===== config.mk =====
export PLATFORM = sky130hd
export DESIGN_NAME = burst_addr_seq
export DESIGN_NICKNAME = d
export VERILOG_FILES = /design/src/rtl/burst_seq_pkg.sv /design/src/rtl/burst_beat_ctr.sv /design/src/rtl/burst_ctx_reg.sv /design/src/rtl/burst_addr_map.sv /design/src/rtl/burst_addr_seq.sv
export SDC_FILE = /design/constraint.sdc
export NUM_CORES = 1
export LEC_CHECK = 0
export ABC_AREA = 1
export CAP_MARGIN = 40
export CORE_AREA = 2 2 39 41
export CTS_CLUSTER_DIAMETER = 40
export DETAILED_ROUTE_END_ITERATION = 7
export DIE_AREA = 0 0 41 43
export SKIP_LAST_GASP = 1
export SYNTH_ARGS = -nofsm -noshare
export SYNTH_HDL_FRONTEND = slang
export SYNTH_HIERARCHICAL = 1
export SYNTH_SLANG_ARGS = --single-unit

===== constraint.sdc =====
create_clock -name clk -period 2.9 [get_ports clk]
set_clock_uncertainty 0.05 [all_clocks]
set_input_delay 0.58 -clock clk [delete_from_list [all_inputs] [get_ports clk]]
set_output_delay 0.58 -clock clk [all_outputs]
set_load 0.05 [all_outputs]

===== src/rtl/burst_seq_pkg.sv =====
package burst_seq_pkg;

    localparam int unsigned ADDR_W    = 2;
    localparam int unsigned NUM_BEATS = 1 << ADDR_W;

    typedef logic [ADDR_W-1:0] baddr_t;

    typedef enum logic {
        ORD_LINEAR     = 1'b0,
        ORD_INTERLEAVE = 1'b1
    } order_e;

    typedef struct packed {
        baddr_t start;
        order_e order;
    } burst_ctx_t;

    localparam burst_ctx_t CTX_RESET = '{start: '0, order: ORD_LINEAR};

    function automatic baddr_t linear_addr(baddr_t s, baddr_t k);
        return baddr_t'(s + k);
    endfunction

    function automatic baddr_t interleave_addr(baddr_t s, baddr_t k);
        return s ^ k;
    endfunction

endpackage


===== src/rtl/burst_beat_ctr.sv =====
module burst_beat_ctr
    import burst_seq_pkg::*;
(
    input  logic   clk,
    input  logic   rst,
    input  logic   load,
    input  logic   advance,
    output baddr_t beat
);

    baddr_t beat_q;

    always_ff @(posedge clk) begin
        if (rst) begin
            beat_q <= '0;
        end else if (load) begin
            beat_q <= '0;
        end else if (advance) begin
            beat_q <= beat_q + 1'b1;
        end
    end

    assign beat = beat_q;

    // a load restarts the count, whatever advance does in that cycle
    a_r7_load_first: assert property (@(posedge clk) disable iff (rst)
        load |=> (beat == '0));

    // no load and no advance keeps the beat
    a_r5_hold_beat: assert property (@(posedge clk) disable iff (rst)
        (!load && !advance) |=> $stable(beat));

    // advance steps by one and wraps at the top
    a_r6_step_wrap: assert property (@(posedge clk) disable iff (rst)
        (!load && advance && (beat == baddr_t'(NUM_BEATS-1))) |=> (beat == '0));

endmodule


===== src/rtl/burst_ctx_reg.sv =====
module burst_ctx_reg
    import burst_seq_pkg::*;
(
    input  logic       clk,
    input  logic       rst,
    input  logic       load,
    input  baddr_t     start_in,
    input  order_e     order_in,
    output burst_ctx_t ctx
);

    burst_ctx_t ctx_q;

    always_ff @(posedge clk) begin
        if (rst) begin
            ctx_q <= CTX_RESET;
        end else if (load) begin
            ctx_q <= '{start: start_in, order: order_in};
        end
    end

    assign ctx = ctx_q;

    // start and order are frozen between loads
    a_r8_ctx_frozen: assert property (@(posedge clk) disable iff (rst)
        !load |=> $stable(ctx));

endmodule


===== src/rtl/burst_addr_map.sv =====
module burst_addr_map
    import burst_seq_pkg::*;
(
    input  burst_ctx_t ctx,
    input  baddr_t     beat,
    output baddr_t     addr
);

    baddr_t lin_a;
    baddr_t ilv_a;

    always_comb begin
        lin_a = linear_addr(ctx.start, beat);
        ilv_a = interleave_addr(ctx.start, beat);
        addr  = (ctx.order == ORD_INTERLEAVE) ? ilv_a : lin_a;
    end

    // beat 0 always presents the start address in either order
    always_comb begin
        if (beat == '0) begin
            a_r3_r4_beat0: assert (addr == ctx.start);
        end
    end

endmodule


===== src/rtl/burst_addr_seq.sv =====
module burst_addr_seq
    import burst_seq_pkg::*;
(
    input  logic              clk,
    input  logic              rst,
    input  logic              strobe_cpu,
    input  logic              strobe_ctl,
    input  logic [ADDR_W-1:0] start_addr,
    input  logic              advance,
    input  logic              order_sel,
    output logic [ADDR_W-1:0] burst_addr,
    output logic [ADDR_W-1:0] beat_idx
);

    logic       load;
    baddr_t     beat;
    burst_ctx_t ctx;
    baddr_t     addr;
    order_e     order_in;

    assign load     = strobe_cpu | strobe_ctl;
    assign order_in = order_sel ? ORD_INTERLEAVE : ORD_LINEAR;

    burst_beat_ctr u_ctr (
        .clk     (clk),
        .rst     (rst),
        .load    (load),
        .advance (advance),
        .beat    (beat)
    );

    burst_ctx_reg u_ctx (
        .clk      (clk),
        .rst      (rst),
        .load     (load),
        .start_in (start_addr),
        .order_in (order_in),
        .ctx      (ctx)
    );

    burst_addr_map u_map (
        .ctx  (ctx),
        .beat (beat),
        .addr (addr)
    );

    assign burst_addr = addr;
    assign beat_idx   = beat;

    // reset clears both outputs
    a_r1_reset_clear: assert property (@(posedge clk)
        rst |=> (burst_addr == '0 && beat_idx == '0));

    // either strobe presents the sampled start address next cycle
    a_r2_load_start: assert property (@(posedge clk) disable iff (rst)
        load |=> (burst_addr == $past(start_addr)));

    // a paused burst keeps its address
    a_r5_hold_addr: assert property (@(posedge clk) disable iff (rst)
        (!load && !advance) |=> $stable(burst_addr));

endmodule


Word-level counts from Yosys, hierarchy flattened --
Cells that the tools add are included.
Storage, ports and cells: register bits after elaboration 5, input port bits 8, output and inout port bits 4, logic and storage cells 10
Cells by class: add/sub/neg operators 2, muxes and demuxes 2, bitwise operators 2, reductions and logical operators 1
Operator list (number):
- $add A2 B1 Y2 const B | 1
- $add A2 B2 Y2 | 1
- $mux W2 | 1
- $reduce_or A2 Y1 | 1
- $xor A2 B2 Y2 | 1
- $mux W1 | 1
- $or A1 B1 Y1 | 1

Depth between registers and ports, before layout --
depth in word-level cells 2, gate-level depth with buffers 6

Cells and area by module --
Netlist, hierarchy kept.
Modules (own cells, without submodules):
- burst_ctx_reg | instances 1, cells each 19, area each 120.1 um^2, sequential area each 60.1 um^2
- burst_beat_ctr | instances 1, cells each 11, area each 78.8 um^2, sequential area each 40.0 um^2
- burst_addr_map | instances 1, cells each 15, area each 67.6 um^2, sequential area each 0.0 um^2
- burst_addr_seq | instances 1, cells each 3, area each 11.3 um^2, sequential area each 0.0 um^2

Worst setup path after synthesis --
No wires, ideal clock.
path type register to output, start point register u_ctr.beat_q[0], in the netlist u_ctr/beat[0], end point output port burst_addr[1], arrival 1412 ps, data required time 2270 ps, path slack 858 ps, cell stages (with the launch flop) 6, path buffers 0, path through dfxtp_1 > ha_1 > nand2_1 > nand3_1 > nand2_1 > inv_1
On the way: longest elaborated chain between the ends 2
RTL lines:
- start, declared | line burst_beat_ctr.sv:11 | baddr_t beat_q;
- start signal, assigned | line burst_beat_ctr.sv:19 | beat_q <= beat_q + 1'b1;
- $add A2 B2 Y2 | line burst_seq_pkg.sv:21 | return baddr_t'(s + k);
- $mux W2 | line burst_addr_map.sv:15 | addr = (ctx.order == ORD_INTERLEAVE) ? ilv_a : lin_a;
- end, declared | line burst_addr_seq.sv:11 | output logic [ADDR_W-1:0] burst_addr,
Every way passes these cells.

Worst setup path in the final report --
Ends and elaborated chain as after synthesis.

==> out/results.ini <==
[status]
status = complete, no violations

[pwr]
peakVddDrop_uv = 250
power_density_nw_per_um2 = 455
p_leak_nw = 0.218
total_power_uw = 198

[timing]
fin_tns_setup_ns = 0
grt_setup_unrepaired = false
hold_viol_final = 0
worst_pin_slew_ns = 0.495
slew_violations = 0
min_period_ns = 2.46
setup_violations = 0
slew_headroom_pct = 66.9
period_share_pct = 85.0
setup_slack_ns = 0.436
fmax_mhz = 406
whs_ns = 0.426

[synthesis]
synthArstFlopShare_pct = 0
synthFlopType = dfxtp_1
synth-xor-area-share_pct = 0
syn_area_per_cell_um2 = 5.79
synth-edff-count = 0
ys_types = 8
synthesis.area_um2 = 278
synth-seq-area-share_pct = 36.0
ys_warn_count = 6
synth_compound_area_share_pct = 1.80
ys_ff_latch = 5
synthAdderAreaFrac_pct = 4.50
synth_most_common_cell = nand2_1
yosysTopAreaCell = dfxtp_1
ys_top_cells_by_count = 16 x nand2_1, 11 x inv_1, 10 x nor2_1
synthCells = 48
syn_nets = 57
synth_mux_area_share_pct = 0
synth_top_cell_area_share_pct = 36.0
synth_top_family_by_area = simple AND/OR/NAND/NOR gates
synth_area_leaders = dfxtp_1 36%, nand2_1 22%, inv_1 15%
synthSimpleGateAreaFrac_pct = 42.8

[grt]
antenna_found_initial = 0
grt_max_degree = 8
grt_pass1_wl_um = 938
grtUsageTotal_pct = 8.05
grt-ovfl-total = 0
grt_pass1_vias = 246

[placement]
place_ws_ns = 0.693
dpl.hpwl_um = 426
portBuffers = 11
placed_area_um2 = 408
gp_congestion = 0.651

[clock_network]
cts.hold.buffers_added = 0
cts_buffer_depth = 2
cts_buffers = 3
clk_latency_ns = 0.24
cts_sinks = 5
cts-resized-gates = 0
root_buffer = clkbuf_4
htreeDepth = 1
cts_tree = yes
cts_setup_buffers = 0
clk_pin_slew_ns = 0.04

[critical_path]
cp_common_cell = nand2_1
cp_max_fo = 6
path_buf_inv = 2
path_cells = ha_1 > nand2_1 > nand3_1 > nand2_1 > inv_1 > clkdlybuf4s50_1
worst_setup_path_start_kind = flip-flop
crit_path_top_delay_cell = clkdlybuf4s50_1
end_kind = output port
crit_cells = 6
critPathKind = reg -> out
arrival_ns = 1.83
path_delay_family = buffers and inverters
r2r_cells = 3
max_stage_delay_ns = 0.78
cp.required_ns = 2.27

[layout]
syn_to_final_growth_pct = 56.3
nets = 73
final_area_um2 = 434
antennaDiodeCount = 0
drive_above_1_share_pct = 6.35

[die]
pin_count = 12
start_util_pct = 20.1
die-area_um2 = 1760
die_w_um = 41
row_count = 14
core_area_um2 = 1380
die_y_um = 43

[drt]
vias = 299
drt_iter0_markers = 3
post_drt_wl_per_cell_um = 6.59
finalWirelength_um = 521
route.detailed.drc = 0
drtPass1Iterations = 2
viasPerCell = 3.78
postRouteAntennaNets = 0

[worst_hold_path]
min_delay_path_depth = 2
worstHoldPathType = reg -> reg

[run]
max_cap_violations = 0

layout by cell type, fill, tap and decap left out:
cell / n
nand2_1: 16
inv_1: 11
clkdlybuf4s50_1: 11
nor2_1: 10
dfxtp_1: 5
clkbuf_4: 3
nand3_1: 3
clkbuf_1: 1
a21oi_1: 1
nor2_2: 1
ha_1: 1
cells by family (layout without fill, tap and decap cells):
group                      after synthesis  in the layout
AOI/OAI and AO/OA                        1              1
adders and majority gates                1              1
buffers and inverters                   11             26
DFF                                      5              5
and+or+nand+nor                         30             30
flip-flops by register name (all words and copies together), names as in the netlist:
| signal | cells |
|---|---|
| u_ctx/ctx | 3 |
| u_ctr/beat | 2 |
final cells by class:
type | instances | area (um^2)
Clock buffer | 4 | 26.3
Inverter | 11 | 41.3
Multi-Input combinational cell | 32 | 136
Timing Repair Buffer | 11 | 110
Fill cell | 162 | 950
Sequential cell | 5 | 100
Tap cell | 16 | 20.0
tightest hold or removal path, delay by kind of cell, from the launching register on:
family / cells / cell delay, ns
DFF: 1 / 0.31
and+or+nand+nor: 2 / 0.13
metal layers:
layer  share of wire (%)  vias to the layer above  global-route usage, %
li1                    -                      169                      -
met1                  45                      122                   9.39
met2                  47                        8                   11.3
met3                 7.3                        0                   6.28
met4                   0                        0                   2.00
met5                   0                        -                      0
final timing paths:
kind	from	slack, ns	end
hold / removal	u_ctx/ctx[1]	0.43	u_ctx/ctx[1]
setup / recovery	u_ctr/beat[0]	0.44	burst_addr[1]
setup reg to reg	u_ctr/beat[1]	2.13	u_ctr/beat[1]
hold reg to reg	u_ctx/ctx[1]	0.43	u_ctx/ctx[1]
power breakdown:
| group | internal (mW) | switching [mW] |
|---|---|---|
| clock | 0.0521 | 0.0297 |
| combinational | 0.0185 | 0.0218 |
| sequential | 0.0725 | 0.00286 |
| total | 0.143 | 0.0544 |
through the flow:
step | utilization, % | instances
3_5_place_dp | 29.5 | 75
2_1_floorplan | - | 48
3_3_place_gp | 29.5 | 75
6_report | 31.4 | 79
5_1_grt | 31.4 | 79
4_1_cts | 31.4 | 79
No activity file was read; power rests on OpenSTA's default activity.
